===== src/rtl/adj_ecc_pkg.sv =====
package adj_ecc_pkg;
  localparam int WORD_W = 40;
  localparam int DATA_W = 32;
  localparam int CHK_W  = 8;
  localparam int TAG_W  = 3;

  // syndrome column for stored position i: value in [7:3], class tag in [2:0]
  function automatic logic [CHK_W-1:0] h_col(input int i);
    logic [4:0] k;
    k = 5'(i / 3);
    case (i % 3)
      0:       return {k, 3'b001};
      1:       return {k ^ (k << 1), 3'b010};
      default: return {k << 1, 3'b100};
    endcase
  endfunction

  function automatic bit is_chk(input int i);
    return (i == 0) || (i == 1) || (i == 2) || (i == 3) ||
           (i == 6) || (i == 12) || (i == 24) || (i == 26);
  endfunction

  // stored position of data bit j
  function automatic int data_pos(input int j);
    int n;
    n = 0;
    for (int i = 0; i < WORD_W; i++) begin
      if (!is_chk(i)) begin
        if (n == j) return i;
        n++;
      end
    end
    return 0;
  endfunction

  function automatic logic [CHK_W-1:0] syndrome(input logic [WORD_W-1:0] w);
    logic [CHK_W-1:0] s;
    s = '0;
    for (int i = 0; i < WORD_W; i++)
      if (w[i]) s ^= h_col(i);
    return s;
  endfunction
endpackage


===== src/rtl/adj_ecc_encoder.sv =====
module adj_ecc_encoder
  import adj_ecc_pkg::*;
(
  input  logic [DATA_W-1:0] data,
  output logic [WORD_W-1:0] word
);
  logic [WORD_W-1:0] spread;
  logic [CHK_W-1:0]  s;
  logic [TAG_W-1:0]  t;

  always_comb begin
    spread = '0;
    for (int j = 0; j < DATA_W; j++) spread[data_pos(j)] = data[j];
    s = syndrome(spread);
    // positions 3,6,12,24 cancel value bits 0..3 (tag 001); 26 cancels bit 4 (tag 100)
    t = s[2:0] ^ {s[7], 1'b0, s[3] ^ s[4] ^ s[5] ^ s[6]};
    word      = spread;
    word[3]   = s[3];
    word[6]   = s[4];
    word[12]  = s[5];
    word[24]  = s[6];
    word[26]  = s[7];
    word[0]   = t[0];
    word[1]   = t[1];
    word[2]   = t[2];
  end

  // stored word must check clean
  always_comb begin
    a_r1_clean_syndrome: assert (syndrome(word) == '0)
      else $error("encoder produced nonzero syndrome");
  end
endmodule


===== src/rtl/adj_ecc_decoder.sv =====
module adj_ecc_decoder
  import adj_ecc_pkg::*;
(
  input  logic [WORD_W-1:0] word,
  output logic [WORD_W-1:0] flip,
  output logic              corr,
  output logic              uncorr
);
  logic [CHK_W-1:0]  syn;
  logic [WORD_W-1:0] one_hit;
  logic [WORD_W-2:0] two_hit;

  assign syn = syndrome(word);

  for (genvar i = 0; i < WORD_W; i++) begin : g_one
    assign one_hit[i] = (syn == h_col(i));
  end

  for (genvar i = 0; i < WORD_W - 1; i++) begin : g_two
    assign two_hit[i] = (syn == (h_col(i) ^ h_col(i + 1)));
  end

  for (genvar i = 0; i < WORD_W; i++) begin : g_mask
    if (i == 0) begin : g_lo
      assign flip[i] = one_hit[i] | two_hit[i];
    end else if (i == WORD_W - 1) begin : g_hi
      assign flip[i] = one_hit[i] | two_hit[i-1];
    end else begin : g_mid
      assign flip[i] = one_hit[i] | two_hit[i-1] | two_hit[i];
    end
  end

  assign corr   = (syn != '0) &&  (|{one_hit, two_hit});
  assign uncorr = (syn != '0) && !(|{one_hit, two_hit});
endmodule


===== src/rtl/adj_ecc_sat_counter.sv =====
module adj_ecc_sat_counter #(
  parameter int W = 16
) (
  input  logic         clk,
  input  logic         rst_n,
  input  logic         clr,
  input  logic         inc,
  output logic [W-1:0] count
);
  always_ff @(posedge clk) begin
    if (!rst_n)                    count <= '0;
    else if (clr)                  count <= '0;
    else if (inc && count != '1)   count <= count + 1'b1;
  end

  a_r9_no_wrap: assert property (@(posedge clk) disable iff (!rst_n)
    (count == '1 && !clr) |=> count == '1);
  a_r10_clear: assert property (@(posedge clk) disable iff (!rst_n)
    clr |=> count == '0);
  a_r8_step: assert property (@(posedge clk) disable iff (!rst_n)
    !clr |=> (count == $past(count)) || (count == $past(count) + 1'b1));
endmodule


===== src/rtl/adj_ecc_codec.sv =====
module adj_ecc_codec
  import adj_ecc_pkg::*;
#(
  parameter int CNT_W = 16
) (
  input  logic              clk,
  input  logic              rst_n,
  input  logic [DATA_W-1:0] wr_data,
  output logic [WORD_W-1:0] wr_word,
  input  logic              rd_valid,
  output logic              rd_ready,
  input  logic [WORD_W-1:0] rd_word,
  output logic              res_valid,
  input  logic              res_ready,
  output logic [DATA_W-1:0] res_data,
  output logic              res_corrected,
  output logic              res_uncorr,
  input  logic              cnt_clr,
  output logic [CNT_W-1:0]  cnt_corr,
  output logic [CNT_W-1:0]  cnt_uncorr
);
  logic [WORD_W-1:0] flip, fixed;
  logic [DATA_W-1:0] data_nx;
  logic              corr, uncorr, take;

  adj_ecc_encoder u_enc (.data(wr_data), .word(wr_word));
  adj_ecc_decoder u_dec (.word(rd_word), .flip(flip), .corr(corr), .uncorr(uncorr));

  assign fixed = rd_word ^ flip;
  for (genvar j = 0; j < DATA_W; j++) begin : g_ext
    assign data_nx[j] = fixed[data_pos(j)];
  end

  assign rd_ready = !res_valid || res_ready;
  assign take     = rd_valid && rd_ready;

  always_ff @(posedge clk) begin
    if (!rst_n) begin
      res_valid     <= 1'b0;
      res_data      <= '0;
      res_corrected <= 1'b0;
      res_uncorr    <= 1'b0;
    end else begin
      if (rd_ready) res_valid <= rd_valid;
      if (take) begin
        res_data      <= data_nx;
        res_corrected <= corr;
        res_uncorr    <= uncorr;
      end
    end
  end

  adj_ecc_sat_counter #(.W(CNT_W)) u_cnt_corr (
    .clk(clk), .rst_n(rst_n), .clr(cnt_clr), .inc(take && corr), .count(cnt_corr));
  adj_ecc_sat_counter #(.W(CNT_W)) u_cnt_uncorr (
    .clk(clk), .rst_n(rst_n), .clr(cnt_clr), .inc(take && uncorr), .count(cnt_uncorr));

  a_r6_latency: assert property (@(posedge clk) disable iff (!rst_n)
    (rd_valid && rd_ready) |=> res_valid);
  a_r7_hold: assert property (@(posedge clk) disable iff (!rst_n)
    (res_valid && !res_ready) |=> res_valid && $stable(res_data) &&
      $stable(res_corrected) && $stable(res_uncorr));
  a_r5_flags_exclusive: assert property (@(posedge clk) disable iff (!rst_n)
    res_valid |-> !(res_corrected && res_uncorr));
  a_r8_single_counter: assert property (@(posedge clk) disable iff (!rst_n)
    !cnt_clr |=> !((cnt_corr != $past(cnt_corr)) && (cnt_uncorr != $past(cnt_uncorr))));
endmodule


===== config.mk =====
export PLATFORM = sky130hd
export DESIGN_NAME = adj_ecc_codec
export DESIGN_NICKNAME = d
export VERILOG_FILES = /design/src/rtl/adj_ecc_pkg.sv /design/src/rtl/adj_ecc_encoder.sv /design/src/rtl/adj_ecc_decoder.sv /design/src/rtl/adj_ecc_sat_counter.sv /design/src/rtl/adj_ecc_codec.sv
export SDC_FILE = /design/constraint.sdc
export NUM_CORES = 1
export LEC_CHECK = 0
export BUFFER_PORTS_ARGS = -buffer_cell sky130_fd_sc_hd__buf_2
export CAP_MARGIN = 40
export CORE_ASPECT_RATIO = 0.5
export CORE_MARGIN = 5
export CORE_UTILIZATION = 55
export DETAILED_ROUTE_END_ITERATION = 10
export PLACE_DENSITY = 0.85
export SYNTH_ARGS = -nofsm -noshare
export SYNTH_HDL_FRONTEND = slang
export SYNTH_SLANG_ARGS = --single-unit

===== constraint.sdc =====
create_clock -name clk -period 9.6 [get_ports clk]
set_clock_uncertainty 0.15 [all_clocks]
set_input_delay 1.44 -clock clk [delete_from_list [all_inputs] [get_ports clk]]
set_output_delay 1.44 -clock clk [all_outputs]
set_load 0.005 [all_outputs]

==> results of run 1 <==
==> sequential cells by signal, indices dropped and copies added, names as in the netlist <==
signal	flops
res_uncorr	1
res_valid	1
u_cnt_corr.count	16
res_corrected	1
res_data	32
u_cnt_uncorr.count	16
==> cells by family after synthesis <==
kind of cell    after synthesis  share of synthesized area
simple gates                281                     0.2323
xor+xnor                    175                     0.3037
compound gates              173                     0.1718
buf+inv                      77                    0.07082
flops                        67                     0.2127
mux                           3                   0.004761
fa+ha+maj                     2                   0.003967
==> worst register-to-register path, cell delays in order (launching register included) <==
cell and delay [ps]:
dfxtp_1 430, and3_1 200, and2_1 160, and3_1 230
and3_1 190, nand3_1 170, nor3_1 710, or3_1 220
o21ai_0 90, a21oi_1 190
==> layout by cell type (no fill, tap or decap), types with 3 or more instances in the layout <==
cell | synthesis | final
buf_2 | 15 | 185
xnor2_1 | 115 | 115
nand2_1 | 78 | 78
dfxtp_1 | 67 | 67
a21oi_1 | 53 | 53
o21ai_0 | 48 | 48
nor2_1 | 44 | 44
nand3_1 | 38 | 38
xor2_1 | 30 | 29
or3_1 | 26 | 26
nand4_1 | 19 | 19
nor3_1 | 16 | 16
xnor3_1 | 14 | 14
and2_1 | 14 | 14
or4_1 | 13 | 13
o31ai_1 | 10 | 10
nor4_1 | 9 | 9
o22ai_1 | 9 | 9
and3_1 | 9 | 9
clkbuf_16 | 0 | 9
buf_4 | 35 | 9
o211a_1 | 7 | 7
xor2_2 | 4 | 5
xnor3_2 | 4 | 4
xnor2_2 | 4 | 4
a22oi_1 | 4 | 4
a31oi_1 | 4 | 4
a311oi_1 | 4 | 4
o211ai_1 | 4 | 4
a211oi_1 | 4 | 4
mux2i_1 | 3 | 3
a32oi_1 | 3 | 3
inv_1 | 3 | 3
a41oi_1 | 3 | 3
==> report_power, final <==
group | internal, mW | total, mW | switching (mW)
Combinational | 0.460 | 1.38 | 0.920
Clock | 0.243 | 0.377 | 0.134
Sequential | 0.297 | 0.311 | 0.0131
==> path summary, 6_finish.rpt <==
| check | start | to | depth (start not counted) |
|---|---|---|---|
| worst max-delay path | rd_word[10] | u_cnt_uncorr.count[9] | 12 |
| worst min-delay path | res_uncorr | res_uncorr | 2 |
| worst max register to register | u_cnt_corr.count[3] | u_cnt_corr.count[15] | 9 |
| worst min register to register | res_uncorr | res_uncorr | 2 |
==> layer usage <==
| layer | share of wire | track usage | vias to the layer above |
|---|---|---|---|
| met5 | 0.00057 | 0 | - |
| met4 | 0.020 | 0.08901 | 2 |
| met3 | 0.092 | 0.07297 | 56 |
| met2 | 0.47 | 0.5527 | 348 |
| met1 | 0.42 | 0.4137 | 3238 |
| li1 | - | - | 3036 |
==> layout make-up <==
cell class                      count  area share
Clock buffer                       11     0.03406
Clock inverter                      5     0.01113
Inverter                            4    0.002024
Multi-Input combinational cell    634      0.6101
Sequential cell                    67      0.1808
Tap cell                          145     0.02445
Timing Repair Buffer              196      0.1374
==> through the flow <==
step                power (mW)  instance area (um2)  hold slack [ps]
floorplan                1.271                 6307            298.2
global route             2.154                 7420            332.3
global placement         1.633                 7053            288.7
CTS                      2.015                 7420            305.2
finish                   2.067                 7420            310.6
detailed placement       1.641                 7084            297.5
==> metrics.txt, run 1 <==
vias in the first global route=between 6000 and 7000; fillers=roughly 940; CTS tree=yes; initial antenna violation count=1; post-synthesis sequential area ratio=0.2127; footprint of the multi-input gates=~0.0045 mm2; initial cell density of the core=0.5675; most frequent cell after synthesis=xnor2_1; grt total ovfl=0; Site Rows=27; r2r setup slk=roughly 6800 ps; clock latency on the worst-skew pair=about 340 ps; share of Yosys cell area claimed by the top area cell type=0.2127; H-Tree Depth=3; routed vias/inst=approximately 6.3; max_cap viols=0; synth-to-layout area growth=17.64%; yosys warns=0; crit path DAT=between 5000 and 6000 ps; fin crit period=a little under 6000 ps; Layout Utilization=0.6676; Unique masters post-synth=between 60 and 70; hold buffer count at cts=0; Worst-path clk slew=about 60 ps; ys flop type=dfxtp_1; synth cell count leaders=115 x xnor2_1, 78 x nand2_1, 67 x dfxtp_1, 53 x a21oi_1, 48 x o21ai_0; Area contributors post-synth=dfxtp_1 21%, xnor2_1 16%, xnor3_1 5.0%; Worst Setup End Kind=register; Crit path max-delay family=simple AND/OR/NAND/NOR gates; post-place setup slack=around 3600 ps; WP data required=9720 ps; clk buf depth=2; status=completed; post-route insts no fill=around 1100; nets@finish=just under 1000; slowest cell on the critical path=xnor3_1; clock sink total=67; Max Clk Rate=171.7 MHz; Routed WL=22.97 mm; Via Count=around 6700; Power Density=~280 mW/mm2; Max VDD drop=between 400 and 500 uV; drc violations=0; die area=around 0.014 mm2; Initial DRT Pass Iterations=5; leak pwr=2.982 nW; cts repair resizes=0; Post-Synthesis Cells=about 780; # setup viols final=0; worst-path cell chain=buf_2, xor3_2, xnor2_1, xnor3_1, nor2_2, a22oi_1, o22ai_1, nor4_1, and4_4, nand4_2, or4_1, a21oi_1; Buf/Inv on CP=1; clk root buf=clkbuf_16; antenna diode count=0; critical path type=in2reg; Slew @ Worst Pin=924.4 ps; hpwl dp=roughly 18 mm; register area=between 0.001 and 0.0015 mm2; ratio of cells with drive above 1 in the final layout=0.2639; EDFF count, synth=0; FF+latch count, synth=67; post-placement cell count=roughly 1000; RSZ-0062 raised after global routing=no; asr flop ratio synth=0; Num CTS Buffers=9; Slew Viols, Final=0; overall routing resource usage=0.3228; setup_tns=0 ps; PnR worst setup slack=approximately 3800 ps; global-route wire length before repair=35.70 mm; Worst setup SP type=primary input; Max transition margin=0.3838; Post-Syn Nets=around 860; GP Congestion=roughly 1.1; port bufs=184; Critical Path Fanout Max=31; largest net degree at the start of global routing=36; Iteration-0 DRC Markers=around 660; Hold Vio Cnt, Final=0; cell taking the most area after synthesis=dfxtp_1; HP Class=reg2reg; synthesized area=between 0.006 and 0.007 mm2; Mean Syn Cell Area=8.107 um2; Post-DRT Antenna Nets=0; final period utilization=0.6067; Setup Fix Bufs, Post-CTS=0; Ports=around 190; chip height=around 86 um; Die X=~160 um; Core Region=roughly 0.011 mm2; average wire per standard cell=approximately 22 um; Critical Path Max Stage Delay=roughly 800 ps
(Power assumes the default switching activity.)
==> run 2, diff against run 1 <==
- CORE_UTILIZATION: 55 -> 54
- PLACE_DENSITY: 0.85 -> 0.84
- clock period: 9.6 -> 5.9 ns (I/O delays scaled with it)
==> run 2 against run 1 <==
Combinational power rose by 68%. Count of clock-buffer cells in the layout fell by 2. Sequential share of layout area is 0.21 points lower. Worst setup slack worse by 3000 ps.
==> metrics.txt, run 2 (same netlist as run 1, synthesis figures left out) <==
clock latency on the worst-skew pair=330 ps (about the same); Reg with most FFs=res_data; Setup Fix Bufs, Post-CTS=0 (unchanged); Routed WL=22.50 mm (-2.1%); Site Rows=27 (unchanged); final period utilization=0.8769; synth-to-layout area growth=19.00%; hold buffer count at cts=0 (unchanged); CTS tree=yes; Slew Viols, Final=0 (unchanged); Die X=162.8 um (+0.86%); Max Clk Rate=just under 200 MHz; antenna diode count=0 (unchanged); die area=0.01407 mm2 (+1.7%); initial antenna violation count=0 (-1); # setup viols final=0 (unchanged); average wire per standard cell=20.62 um (-4.7%); Iteration-0 DRC Markers=755 (+14%); worst-path cell chain=buf_2, xnor2_1, xnor3_1, xnor3_2, xnor2_4, nand2_1, nor3_1, nor3_1, and4_4, a31o_1, or4_1, a21oi_1; ratio of cells with drive above 1 in the final layout=0.2747 (+0.01077); clk buf depth=2 (unchanged); nets@finish=1006 (+1.5%); port bufs=184 (unchanged); Critical Path Max Stage Delay=620 ps (-180 ps); fillers=967 (+2.5%); Total Power=3.387 mW (+64%); crit path DAT=5290 ps (-660 ps); Slew @ Worst Pin=930.7 ps (+6.360 ps); Post-DRT Antenna Nets=0 (unchanged); global-route wire length before repair=34.63 mm (-3.0%); clk root buf=clkbuf_16; Regs by FF count=res_data: 32 flops, u_cnt_corr.count: 16 flops, u_cnt_uncorr.count: 16 flops; vias in the first global route=6287 (-0.55%); Worst setup SP type=primary input; chip height=86.42 um (+0.81%); drc violations=0 (unchanged); WP data required=6010 ps (-3710 ps); Initial DRT Pass Iterations=5 (unchanged); Max transition margin=0.3795 (-0.004241); Hold Slack=298.6 ps (-11.95 ps); Power Density=451.3 mW/mm2 (+62%); largest net degree at the start of global routing=36 (unchanged); fin crit period=around 5200 ps; register area=0.001341 mm2 (unchanged); most used cell, CP=nor3_1; status=completed; Layout Utilization=0.6692 (+0.001665); DP Area=0.007198 mm2 (+1.6%); H-Tree Depth=3 (unchanged); Core Region=0.01122 mm2 (+0.91%); cts repair resizes=0 (unchanged); max_cap viols=0 (unchanged); Num CTS Buffers=9 (unchanged); routed vias/inst=6.127 (-2.6%); max FFs per register=32 (unchanged); Worst-path clk slew=60 ps (about the same); Hold Vio Cnt, Final=0 (unchanged); critical path type=in2reg; GP Congestion=1.020 (-4.5%); overall routing resource usage=0.3085 (-0.01434); HP Class=reg2reg; Via Count=6685 (+0.075%); setup_tns=0 ps (unchanged); leak pwr=3.028 nW (+1.5%); Critical Path Fanout Max=33 (+6.5%); footprint of the multi-input gates=0.004519 mm2 (-0.17%); commonest non-fill, non-tap cell in the layout=buf_2; Ports=185 (unchanged); most frequent cells in the layout=184 x buf_2, 115 x xnor2_1, 78 x nand2_1; Max VDD drop=539.2 uV (+33%); grt total ovfl=0 (unchanged); Worst Setup End Kind=register; initial cell density of the core=0.5624 (-0.005128); clock sink total=67 (unchanged); slowest cell on the critical path=or4_1; hpwl dp=17.58 mm (-1.4%); Final Cell Area=0.007506 mm2 (+1.2%); RSZ-0062 raised after global routing=no
-- run 2: metal layers --
layer | vias to the layer above | global-route usage | share of wire
met5 | - | 0 | 0
met1 | 3163 | 0.4033 | 0.41
met4 | 0 | 0.09589 | 0.024
met2 | 398 | 0.5139 | 0.46
li1 | 3073 | - | -
met3 | 51 | 0.06841 | 0.099
-- run 2: path summary, 6_finish.rpt --
check                                          from                   end  slack (ps)  cells past startpoint
worst max-delay path                     rd_word[8]   u_cnt_corr.count[3]         730                     12
worst min-delay path                   res_data[27]          res_data[27]         300                      2
worst max register to register  u_cnt_corr.count[3]  u_cnt_corr.count[13]        3240                      9
worst min register to register         res_data[27]          res_data[27]         300                      2
-- run 2: worst max-delay path: cells and delay by family --
kind                      cells  cell delay [ps]
buffers and inverters         1              130
xor gates and xnor gates      4             1680
and+or+nand+nor               5             1920
AOI/OAI and AO/OA             2              670
-- run 2: report_power, final --
part | total (mW) | leakage, nW | switching (mW) | internal [mW]
clock | 0.561 | 0.145 | 0.226 | 0.335
sequential | 0.505 | 0.547 | 0.0215 | 0.484
combinational | 2.32 | 2.34 | 1.51 | 0.812
-- run 2: layout make-up --
type	instances	share of cell area
tap	159	0.02650
clock inverter	7	0.01100
multi-input combinational	634	0.6021
timing repair buffer	211	0.1497
inverter	4	0.002000
clock buffer	9	0.03000
sequential	67	0.1787
-- run 2: through the flow --
step	setup slack (ps)	std cells
3_3_place_gp	432.4	1075
6_report	726.0	1091
4_1_cts	793.3	1091
5_1_grt	581.7	1091
3_5_place_dp	445.6	1075
2_1_floorplan	1653	778
